$ cat src/rtl/btb_pkg.sv
package btb_pkg;

  typedef enum logic [1:0] {
    ACT_NONE  = 2'd0,
    ACT_WRITE = 2'd1,
    ACT_CLEAR = 2'd2
  } btb_act_e;

  // taken branches install, resolved not-taken conditionals evict
  function automatic btb_act_e upd_action(input logic v, input logic taken,
                                          input logic uncond);
    if (!v)          return ACT_NONE;
    else if (taken)  return ACT_WRITE;
    else if (!uncond) return ACT_CLEAR;
    else             return ACT_NONE;
  endfunction

endpackage

$ cat src/rtl/btb_pc_split.sv
module btb_pc_split #(
  parameter int ADDR_W = 32,
  parameter int IDX_W  = 4,
  localparam int TAG_W = ADDR_W - IDX_W - 2
) (
  input  logic [ADDR_W-1:0] pc,
  output logic [IDX_W-1:0]  idx,
  output logic [TAG_W-1:0]  tag
);
  assign idx = pc[IDX_W+1:2];
  assign tag = pc[ADDR_W-1:IDX_W+2];
endmodule

$ cat src/rtl/btb_store.sv
module btb_store
  import btb_pkg::*;
#(
  parameter int ENTRIES = 16,
  parameter int ADDR_W  = 32,
  parameter int INSTR_W = 32,
  localparam int IDX_W  = $clog2(ENTRIES),
  localparam int TAG_W  = ADDR_W - IDX_W - 2
) (
  input  logic               clk,
  input  logic               rst,
  input  logic               rd_en,
  input  logic [IDX_W-1:0]   rd_idx,
  input  btb_act_e           act,
  input  logic [IDX_W-1:0]   wr_idx,
  input  logic [TAG_W-1:0]   wr_tag,
  input  logic [ADDR_W-1:0]  wr_target,
  input  logic [INSTR_W-1:0] wr_instr,
  input  logic               wr_uncond,
  output logic               rd_vld,
  output logic [TAG_W-1:0]   rd_tag,
  output logic [ADDR_W-1:0]  rd_target,
  output logic [INSTR_W-1:0] rd_instr,
  output logic               rd_uncond
);
  localparam int DW = TAG_W + ADDR_W + INSTR_W + 1;

  logic [ENTRIES-1:0] vld_q;
  logic [DW-1:0]      mem [ENTRIES];
  logic [DW-1:0]      rd_q;
  logic               rd_vld_q;

  // valid bits live in flops so reset can clear them in one cycle
  always_ff @(posedge clk) begin
    if (rst) begin
      vld_q <= '0;
    end else begin
      case (act)
        ACT_WRITE: vld_q[wr_idx] <= 1'b1;
        ACT_CLEAR: vld_q[wr_idx] <= 1'b0;
        default:   ;
      endcase
    end
  end

  // payload array: one write port, one read-first registered read port
  always_ff @(posedge clk) begin
    if (act == ACT_WRITE)
      mem[wr_idx] <= {wr_tag, wr_target, wr_instr, wr_uncond};
  end

  always_ff @(posedge clk) begin
    if (rd_en) rd_q <= mem[rd_idx];
  end

  always_ff @(posedge clk) begin
    if (rst)        rd_vld_q <= 1'b0;
    else if (rd_en) rd_vld_q <= vld_q[rd_idx];
  end

  assign rd_vld = rd_vld_q;
  assign {rd_tag, rd_target, rd_instr, rd_uncond} = rd_q;

  // a taken update leaves its index valid
  a_r3_write_sets_valid: assert property (@(posedge clk) disable iff (rst)
    (act == ACT_WRITE) |=> vld_q[$past(wr_idx)]);

  // a not-taken conditional update leaves its index invalid
  a_r6_clear_drops_valid: assert property (@(posedge clk) disable iff (rst)
    (act == ACT_CLEAR) |=> !vld_q[$past(wr_idx)]);

endmodule

$ cat src/rtl/btb_resp.sv
module btb_resp #(
  parameter int ADDR_W  = 32,
  parameter int INSTR_W = 32,
  parameter int IDX_W   = 4,
  parameter bit FOLD_EN = 1'b1,
  localparam int TAG_W  = ADDR_W - IDX_W - 2
) (
  input  logic               clk,
  input  logic               rst,
  input  logic               lkp_valid,
  input  logic [ADDR_W-1:0]  lkp_pc,
  input  logic               rd_vld,
  input  logic [TAG_W-1:0]   rd_tag,
  input  logic [ADDR_W-1:0]  rd_target,
  input  logic [INSTR_W-1:0] rd_instr,
  input  logic               rd_uncond,
  output logic               rsp_valid,
  output logic               rsp_hit,
  output logic [ADDR_W-1:0]  rsp_next_pc,
  output logic [INSTR_W-1:0] rsp_instr,
  output logic               rsp_fold
);
  logic              s1_valid_q;
  logic [ADDR_W-1:0] s1_pc_q;
  logic [IDX_W-1:0]  s1_idx;
  logic [TAG_W-1:0]  s1_tag;
  logic              match;
  logic              fold_d;

  // stage 1 travels alongside the table read
  always_ff @(posedge clk) begin
    if (rst) begin
      s1_valid_q <= 1'b0;
      s1_pc_q    <= '0;
    end else begin
      s1_valid_q <= lkp_valid;
      if (lkp_valid) s1_pc_q <= lkp_pc;
    end
  end

  btb_pc_split #(.ADDR_W(ADDR_W), .IDX_W(IDX_W)) u_s1_split (
    .pc(s1_pc_q), .idx(s1_idx), .tag(s1_tag)
  );

  assign match = rd_vld && (rd_tag == s1_tag);

  generate
    if (FOLD_EN) begin : g_fold
      assign fold_d = match && rd_uncond;
    end else begin : g_nofold
      assign fold_d = 1'b0;
    end
  endgenerate

  // stage 2: registered response
  always_ff @(posedge clk) begin
    if (rst) begin
      rsp_valid   <= 1'b0;
      rsp_hit     <= 1'b0;
      rsp_next_pc <= '0;
      rsp_instr   <= '0;
      rsp_fold    <= 1'b0;
    end else begin
      rsp_valid <= s1_valid_q;
      if (s1_valid_q) begin
        rsp_hit     <= match;
        rsp_next_pc <= match ? rd_target : s1_pc_q + ADDR_W'(4);
        rsp_instr   <= match ? rd_instr : '0;
        rsp_fold    <= fold_d;
      end else begin
        rsp_hit  <= 1'b0;
        rsp_fold <= 1'b0;
      end
    end
  end

  // a miss carries no instruction and never folds
  a_r4_miss_clean: assert property (@(posedge clk) disable iff (rst)
    (rsp_valid && !rsp_hit) |-> (!rsp_fold && rsp_instr == '0));

  // folding requires a hit
  a_r7_fold_needs_hit: assert property (@(posedge clk) disable iff (rst)
    rsp_fold |-> rsp_hit);

  // hit is only ever reported inside a response
  a_r1_hit_in_rsp: assert property (@(posedge clk) disable iff (rst)
    rsp_hit |-> rsp_valid);

endmodule

$ cat src/rtl/btb_fold_top.sv
module btb_fold_top
  import btb_pkg::*;
#(
  parameter int ENTRIES = 16,
  parameter int ADDR_W  = 32,
  parameter int INSTR_W = 32,
  parameter bit FOLD_EN = 1'b1
) (
  input  logic               clk,
  input  logic               rst,
  input  logic               lkp_valid,
  input  logic [ADDR_W-1:0]  lkp_pc,
  input  logic               upd_valid,
  input  logic [ADDR_W-1:0]  upd_pc,
  input  logic [ADDR_W-1:0]  upd_target,
  input  logic               upd_taken,
  input  logic               upd_uncond,
  input  logic [INSTR_W-1:0] upd_instr,
  output logic               rsp_valid,
  output logic               rsp_hit,
  output logic [ADDR_W-1:0]  rsp_next_pc,
  output logic [INSTR_W-1:0] rsp_instr,
  output logic               rsp_fold
);
  localparam int IDX_W = $clog2(ENTRIES);
  localparam int TAG_W = ADDR_W - IDX_W - 2;

  logic [IDX_W-1:0]   l_idx, u_idx;
  logic [TAG_W-1:0]   l_tag, u_tag;
  btb_act_e           act;
  logic               rd_vld, rd_uncond;
  logic [TAG_W-1:0]   rd_tag;
  logic [ADDR_W-1:0]  rd_target;
  logic [INSTR_W-1:0] rd_instr;

  btb_pc_split #(.ADDR_W(ADDR_W), .IDX_W(IDX_W)) u_lkp_split (
    .pc(lkp_pc), .idx(l_idx), .tag(l_tag)
  );

  btb_pc_split #(.ADDR_W(ADDR_W), .IDX_W(IDX_W)) u_upd_split (
    .pc(upd_pc), .idx(u_idx), .tag(u_tag)
  );

  assign act = upd_action(upd_valid, upd_taken, upd_uncond);

  btb_store #(.ENTRIES(ENTRIES), .ADDR_W(ADDR_W), .INSTR_W(INSTR_W)) u_store (
    .clk(clk), .rst(rst),
    .rd_en(lkp_valid), .rd_idx(l_idx),
    .act(act), .wr_idx(u_idx), .wr_tag(u_tag),
    .wr_target(upd_target), .wr_instr(upd_instr), .wr_uncond(upd_uncond),
    .rd_vld(rd_vld), .rd_tag(rd_tag), .rd_target(rd_target),
    .rd_instr(rd_instr), .rd_uncond(rd_uncond)
  );

  btb_resp #(.ADDR_W(ADDR_W), .INSTR_W(INSTR_W), .IDX_W(IDX_W),
             .FOLD_EN(FOLD_EN)) u_resp (
    .clk(clk), .rst(rst),
    .lkp_valid(lkp_valid), .lkp_pc(lkp_pc),
    .rd_vld(rd_vld), .rd_tag(rd_tag), .rd_target(rd_target),
    .rd_instr(rd_instr), .rd_uncond(rd_uncond),
    .rsp_valid(rsp_valid), .rsp_hit(rsp_hit), .rsp_next_pc(rsp_next_pc),
    .rsp_instr(rsp_instr), .rsp_fold(rsp_fold)
  );

  // a response is due exactly two edges after its lookup
  a_r2_rsp_latency: assert property (@(posedge clk) disable iff (rst)
    lkp_valid |=> ##1 rsp_valid);

  // no response without a lookup two edges earlier
  a_r2_no_spurious: assert property (@(posedge clk) disable iff (rst)
    !lkp_valid |=> ##1 !rsp_valid);

endmodule

$ cat config.mk
export PLATFORM = sky130hd
export DESIGN_NAME = btb_fold_top
export DESIGN_NICKNAME = d
export VERILOG_FILES = /design/src/rtl/btb_pkg.sv /design/src/rtl/btb_pc_split.sv /design/src/rtl/btb_store.sv /design/src/rtl/btb_resp.sv /design/src/rtl/btb_fold_top.sv
export SDC_FILE = /design/constraint.sdc
export NUM_CORES = 1
export LEC_CHECK = 0
export BUFFER_PORTS_ARGS = -buffer_cell sky130_fd_sc_hd__buf_2
export CORE_AREA = 2 2 342 344
export CTS_BUF_LIST = sky130_fd_sc_hd__clkbuf_4 sky130_fd_sc_hd__clkbuf_8
export DETAILED_ROUTE_END_ITERATION = 8
export DIE_AREA = 0 0 344 346
export HOLD_SLACK_MARGIN = 0.08
export PLACE_DENSITY = 0.73
export SYNTH_ARGS = -nofsm -noshare
export SYNTH_HDL_FRONTEND = slang
export SYNTH_SLANG_ARGS = --single-unit
$ cat constraint.sdc
create_clock -name clk -period 16.2 [get_ports clk]
set_input_delay 0.81 -clock clk [delete_from_list [all_inputs] [get_ports clk]]
set_output_delay 0.81 -clock clk [all_outputs]
set_load 0.01 [all_outputs]
Yosys cells after proc, flatten, opt, wreduce, memory -nomap -nowiden. Memories as Yosys holds them, arrays and structs flattened. A register that Yosys moved wholly into a read port is not among the register bits. Index checks and enable logic that the tools add are counted.

$add $sub $neg: 1. Magnitude comparators: 3. Equality and inequality tests: 3. Mux-type cells: 12. Bitwise operators: 4. Reduce and logical (&&, ||, !) cells: 5.

Operators with widths (count): $mux 32 (2); $add 32x3->32 const B (1); $pmux 16 s2 (1); $eq 26x26->1 (1); $and 16x16->16 (1); $not 16->16 (1); $or 16x16->16 (1); $lt 4x5->1 const B (2); $mux 2 (3); $bmux 1 s4 (1); $demux 1 s4 (1); $ge 4x1->1 const B (1); $mux 1 (4); $logic_and 1x1->1 (3); $eq 2x1->1 const B (1); $eq 2x2->1 const B (1); $reduce_bool 2->1 (1); $reduce_or 2->1 (1); $not 1->1 (1).

Bits in registers: 117. Bits in writable memories: 1456. Input port bits: 134. Output and inout port bits: 67. Logic and storage cells: 38. Memories kept: 1.

Memories: u_store.mem (words 16, width 91, read ports 1, clocked after Yosys merged registers in 1, write ports 1, RTL line btb_store.sv:29) `logic [DW-1:0] mem [ENTRIES];`.

Logic depth before layout (Yosys ltp). Gate-level depths: netlist of run 1.

Depth after elaboration: 7. Gate-level depth with buffers: 8. Mapped depth without buffers: 6.

By module. From an unflattened synthesis of run 1, not the netlist that was laid out.

Cell total of the unflattened synthesis: 2885. Area total of the unflattened synthesis: 63697.3 um^2.

Modules (own cells, without submodules): btb_store (instances 1, cells each 2231, area an instance 58239.6 um^2, seq. area each 46794.9 um^2); btb_resp (instances 1, cells each 562, area an instance 4763.3 um^2, seq. area each 2001.9 um^2); btb_pc_split (instances 3, cells each 30, area an instance 225.2 um^2, seq. area each 0.0 um^2); btb_fold_top (instances 1, cells each 2, area an instance 18.8 um^2, seq. area each 0.0 um^2).

Least setup slack after synthesis of run 1. No wires, ideal clock.

Path kind: input -> register. Start point: input port upd_pc[3]. End point: memory u_store.mem[12][0] in the netlist's numbering (enable). Setup time: 543 ps. Arrival time: 5114 ps. Required time: 15657 ps. Path slack: 10543 ps. Stages: 3. Path buffers: 1. Path through: or2_2 > clkbuf_1 > nor2_1.

RTL lines: start: declaration (RTL line btb_fold_top.sv:14) `input logic [ADDR_W-1:0] upd_pc,`; end: declaration (RTL line btb_store.sv:29).

No word-level cell before the write port.

==> results of run 1 <==
layout by cell type, fill, tap and decap left out, types with 33 or more instances in the layout:
master and n:
clkbuf_4 79, a21oi_1 35, nand2b_1 39, dfxtp_1 116, edfxtp_1 1547, nand2_1 35
nor2_1 67, mux2i_1 33, nand4_1 52, xnor2_1 41, buf_2 192, buf_4 55
mux4_2 460, clkinv_1 52, clkbuf_8 290
per-layer routing:
metal	global-route usage, %	part of all wire, %
met2	38.2	47
met3	7.97	12
met4	6.88	1.9
met1	36.4	39
met5	0	0.058
critical path, stage by stage:
cell    delay, ns
buf_8        0.63
buf_4        0.84
buf_4        0.73
buf_4        0.84
mux4_2       0.61
mux4_2       0.47
path summary, 6_finish.rpt:
path | endpoint | cells past startpoint | slack, ns
worst min-delay path | u_resp.s1_pc_q[13] | 3 | 0.16
worst max register to register | u_resp.rsp_next_pc[7] | 6 | 12.80
worst max-delay path | u_store.rd_q[60] | 6 | 11.69
worst min register to register | u_resp.rsp_instr[29] | 2 | 0.47
state kept, by name, indices dropped and copies added (netlist names), 32 cells and up, named ones only:
register            flops
u_store.mem          1456
u_store.rd_q           91
u_resp.rsp_next_pc     32
u_resp.rsp_instr       32
u_resp.s1_pc_q         32
power by group through the flow:
stage | Clock, mW | Combinational, mW | Sequential (mW)
floorplan | 0 | 0.241 | 4.88
finish | 3.47 | 0.384 | 4.82
global placement | 0 | 0.371 | 4.90
CTS | 3.52 | 0.386 | 4.82
global route | 3.71 | 0.410 | 4.82
detailed placement | 0 | 0.385 | 4.90
final cells by class:
| cell class | instances | area, um^2 |
|---|---|---|
| fill | 7745 | 44400 |
| clock buffer | 369 | 4580 |
| multi-input combinational | 956 | 13700 |
| timing repair buffer | 253 | 1470 |
| antenna | 11 | 27.5 |
| tap | 1524 | 1910 |
| sequential | 1664 | 48800 |
| clock inverter | 89 | 541 |
| inverter | 7 | 26.3 |
kinds of logic after synthesis:
group                    after synthesis
AO/OA/AOI/OAI                         98
AND/OR/NAND/NOR                      311
buffers and inverters                173
flip-flops                          1664
XOR/XNOR                              53
multiplexers                         493
adder cells (fa/ha/maj)                1
==> flow_summary.yaml, run 1 <==
global_routing:
  overflow: 0
  antenna_found_initial: 23
  grt_pass1_wl_mm: 215
  first_global_vias: 31800
  grt_max_degree: 96
  grtUsageTotal_pct: 25.4
synth:
  syn-cell-area_um2: 63000
  syn_inst: 2793
  async_reset_ff_share_pct: 0
  synthDistinctLibCells: 41
  synth.most_common_cell: "edfxtp_1"
  synth_largest_area_cell: "edfxtp_1"
  ys_warn_count: 0
  synth-edff-count: 1547
  synth-simple-area-share_pct: 2.68
  synthAdderAreaFrac_pct: 0.0199
  synth_top_family_by_area: "multiplexers"
  synth_seq_area_share_pct: 77.4
  yosys.area.top_type_share_pct: 73.7
  synth_compound_area_share_pct: 1.02
  synth_ff_type: "edfxtp_1"
  synth-seq-cells: 1664
  avgSynthCellArea_um2: 22.6
  ys_top_cells_by_area: "edfxtp_1 74%, mux4_2 16%, dfxtp_1 3.7%, clkbuf_1 0.60%, xnor2_1 0.57%"
  synthMuxAreaShare_pct: 17.0
  synth_common_cells: "1,547 x edfxtp_1, 460 x mux4_2, 117 x dfxtp_1, 101 x clkbuf_1, 84 x nor2_1"
  synth_xor_xnor_area_share_pct: 0.748
  synthesis.nets: 2928
final_layout:
  syn2layout_area_growth_pct: 12.7
  final_util_pct: 61.5
  fin_cells: 4873
  fin_area_um2: 71000
  num-nets-final: 3294
  layout-drive-gt1-share_pct: 34.8
power:
  p_leak_nw: 22.6
  p_comb_share_pct: 4.4
  p_int_mw: 6.85
  p_seq_share_pct: 55.6
  power_density_nw_per_um2: 122
  power_mw: 8.67
  peakVddDrop_mv: 0.0852
  swShare_pct: 21.0
  switchingPower_mw: 1.82
  p_clk_share_pct: 40.0
routing:
  ant_nets: 0
  dr.pass1.iters: 6
  vias_per_cell: 6.36
  drt-total-wl_mm: 149
  vias: 31000
  routedWlPerCell_um: 30.7
  post-route-drc-count: 0
  drtIter0Drc: 3935
floorplan:
  die_h_um: 346
  dieArea_um2: 119000
  ios: 201
  start_util_pct: 54.6
  fp.dieW_um: 344
  rows: 125
  core_um2: 115000
place:
  dp_cells: 4404
  dp_hpwl_mm: 77.7
  post_dp_cell_area_um2: 65900
  io_buffers: 198
  dp_worst_setup_slack_ns: 10.64
  place.gp.congestion: 0.839
sta:
  worstMarginPinSlew_ns: 1.31
  max_freq_mhz: 222
  tns_ns: 0
  fin_crit_sh_pct: 27.8
  hold_viol: 0
  fin_ws_ns: 11.69
  finalSetupViolCount: 0
  min_period_ns: 4.51
  relSlewSlack_pct: 12.2
  skew_ns: 0.0517
  holdWs_ns: 0.163
  drv_slew: 0
  rsz0062_at_grt: "no"
cts:
  cts_inserted_buffers: 277
  cts_root_buf: "clkbuf_8"
  cts.clk_slew.worst_paths_ns: 0.06
  cts_resized: 0
  clkSinkCount: 1664
  htree_levels: 5
  cts_tree: "built"
  post-cts-setup-buffers: 0
  cts_max_path_buffers: 4
  ctsHoldBuffers: 0
  clk-insertion-delay-late_ns: 0.93
worst_setup_path:
  crit_arrival_ns: 5.15
  crit_start: "lkp_pc[2]"
  cp-end-kind: "register"
  crit_type: "primary input to register"
  path_max_fanout: 76
  required_ns: 16.84
  start_kind: "primary input"
  r2r-start: "u_resp.s1_pc_q[15]"
hold_path:
  hold_class: "primary input to register"
  min_from: "lkp_pc[13]"
outcome:
  outcome: "complete, no violations"
flow_run:
  cap_viol_max_count: 0
Power figures use the tool's default switching activity.
==> run 2, diff against run 1 <==
clock period = 4.5 ns   (was 16.2 ns; I/O delays follow)
==> flow_summary.yaml, run 2 (synthesized netlist as in run 1, its figures left out) <==
sta:
  fin_ws_ns: 1.22
  drv_slew: 0
  fin_crit_sh_pct: 72.8
  worstMarginPinSlew_ns: 1.30
  min_period_ns: 3.28
  relSlewSlack_pct: 13.1
  max_freq_mhz: 305
  holdWs_ns: 0.151
  tns_ns: 0
  skew_ns: 0.0785
  finalSetupViolCount: 0
  hold_viol: 0
  rsz0062_at_grt: "no"
worst_setup_path:
  crit_start: "u_resp.s1_pc_q[15]"
  slowest_stage: "nor2_2"
  crit_arrival_ns: 4.02
  critical_path.top_delay_family: "simple AND/OR/NAND/NOR gates"
  required_ns: 5.24
  critPathMaxStageDelay_ns: 1.06
  critPathCapture: "u_resp.rsp_next_pc[9]"
  cp-end-kind: "register"
  cp_num_buf_inv: 0
  cp.depth: 5
  regToRegSetupSlack_ns: 1.22
  start_kind: "register"
  r2r_cells: 5
  r2r-start: "u_resp.s1_pc_q[15]"
  crit_type: "register to register"
  rr_endpoint: "u_resp.rsp_next_pc[9]"
  path_cells: "xnor2_1 > nand4_1 > or4_1 > nor2_2 > o311ai_0"
  path_max_fanout: 31
final_layout:
  reg.largest.list: "u_store.mem x1456, u_store.rd_q x91"
  fillers: 7489
  largest_reg_flops: 1456
  num-nets-final: 3467
  syn2layout_area_growth_pct: 16.1
  layout_commonest_cell: "edfxtp_1"
  layout_common_cells: "1,547 x edfxtp_1, 460 x mux4_2, 294 x clkbuf_8"
  layout-drive-gt1-share_pct: 34.1
  regMostFlops: "u_store.mem"
place:
  dp_hpwl_mm: 83.0
  io_buffers: 198
  place.gp.congestion: 0.903
  dp_worst_setup_slack_ns: 1.24
power:
  power_density_nw_per_um2: 430
  peakVddDrop_mv: 0.267
  p_int_mw: 24.9
  swShare_pct: 21.0
  p_comb_share_pct: 4.9
  p_clk_share_pct: 40.0
  p_leak_nw: 23.5
  switchingPower_mw: 6.60
  p_seq_share_pct: 55.1
cts:
  cts_root_buf: "clkbuf_8"
  clkSinkCount: 1664
  cts.clk_slew.worst_paths_ns: 0.07
  clk-insertion-delay-late_ns: 0.95
  cts_tree: "built"
  htree_levels: 5
  cts_inserted_buffers: 278
  cts_max_path_buffers: 4
routing:
  drtIter0Drc: 4318
  vias: 31700
  dr.pass1.iters: 7
  ant_nets: 0
  routedWlPerCell_um: 29.4
  vias_per_cell: 6.28
  post-route-drc-count: 0
  drt-total-wl_mm: 149
global_routing:
  antenna_found_initial: 10
  overflow: 0
  grt_util_met1_pct: 36.6
  use_met2_pct: 38.5
  first_global_vias: 32400
  grtUsageTotal_pct: 25.2
  met3_usage_pct: 6.80
  busiest_layer: "met2"
  grt_max_degree: 98
  grt_pass1_wl_mm: 215
floorplan:
  die_h_um: 346
  dieArea_um2: 119000
  core_um2: 115000
  rows: 125
  fp.dieW_um: 344
  ios: 201
  start_util_pct: 54.6
hold_path:
  hold_class: "primary input to register"
outcome:
  outcome: "complete, no violations"
flow_run:
  cap_viol_max_count: 0
## run 2: changes by cell type in the layout (fill, tap and decap cells not counted), sizes merged
cell | previous run | this run
clkinvlp | 8 | 6
bufinv | 5 | 4
dlygate4sd3 | 0 | 142
diode | 11 | 9
clkbuf | 369 | 385
clkinv | 72 | 63
inv | 11 | 9
buf | 253 | 283
## run 2: metal layers
layer	wire length [um]	part of all wire, %
met1	58700	40
met2	70800	48
met3	16500	11
met4	2510	1.7
met5	34	0.023
## run 2: timing repair
item / CTS / global route
hold buffers: 142 / 0
gates resized for setup: 0 / 0
endpoints found under the setup margin: 0 / 0
setup buffers: 0 / 0
endpoints found under the hold margin: 1569 / 0
## run 2: cell type report
class	instances	area, um^2	area share (%)
diodes	9	22.5	0.0308
clock buffers	385	4730	6.47
clock inverters	75	449	0.614
inverters	7	26.3	0.0359
multi-input cells	956	13700	18.7
flip-flops and latches	1664	48800	66.7
well taps	1524	1910	2.61
repair buffers	425	3560	4.87
## run 2: stage by stage
stage / instance area [um^2] / utilization (%) / cells / power, mW
floorplan: 63000 / - / 2793 / 18.5
global placement: 66500 / 57.6 / 4434 / 19.0
detailed placement: 66500 / 57.6 / 4434 / 19.1
CTS: 73100 / 63.4 / 5036 / 31.7
global route: 73100 / 63.4 / 5040 / 32.4
finish: 73200 / 63.4 / 5045 / 31.5
## run 2: power by group through the flow
stage | registers [mW] | logic [mW] | clock network (mW)
CTS | 17.3 | 1.55 | 12.8
finish | 17.3 | 1.54 | 12.6
global placement | 17.6 | 1.39 | 0
global route | 17.3 | 1.64 | 13.5
detailed placement | 17.6 | 1.44 | 0
floorplan | 17.6 | 0.868 | 0
## run 2: worst min-delay path by stage
stage | to | slack (ns) | depth (start not counted) | start
finish | u_store.rd_q[21] | 0.15 | 2 | lkp_pc[4]
global route | u_store.rd_q[27] | 0.16 | 2 | lkp_pc[4]
detailed placement | u_resp.rsp_instr[21] | 0.46 | 2 | u_resp.rsp_instr[21]
global placement | u_resp.rsp_instr[29] | 0.45 | 2 | u_resp.rsp_instr[29]
floorplan | u_store.mem[0][0] | 0.32 | 0 | upd_uncond
CTS | u_store.rd_q[27] | 0.11 | 2 | lkp_pc[4]
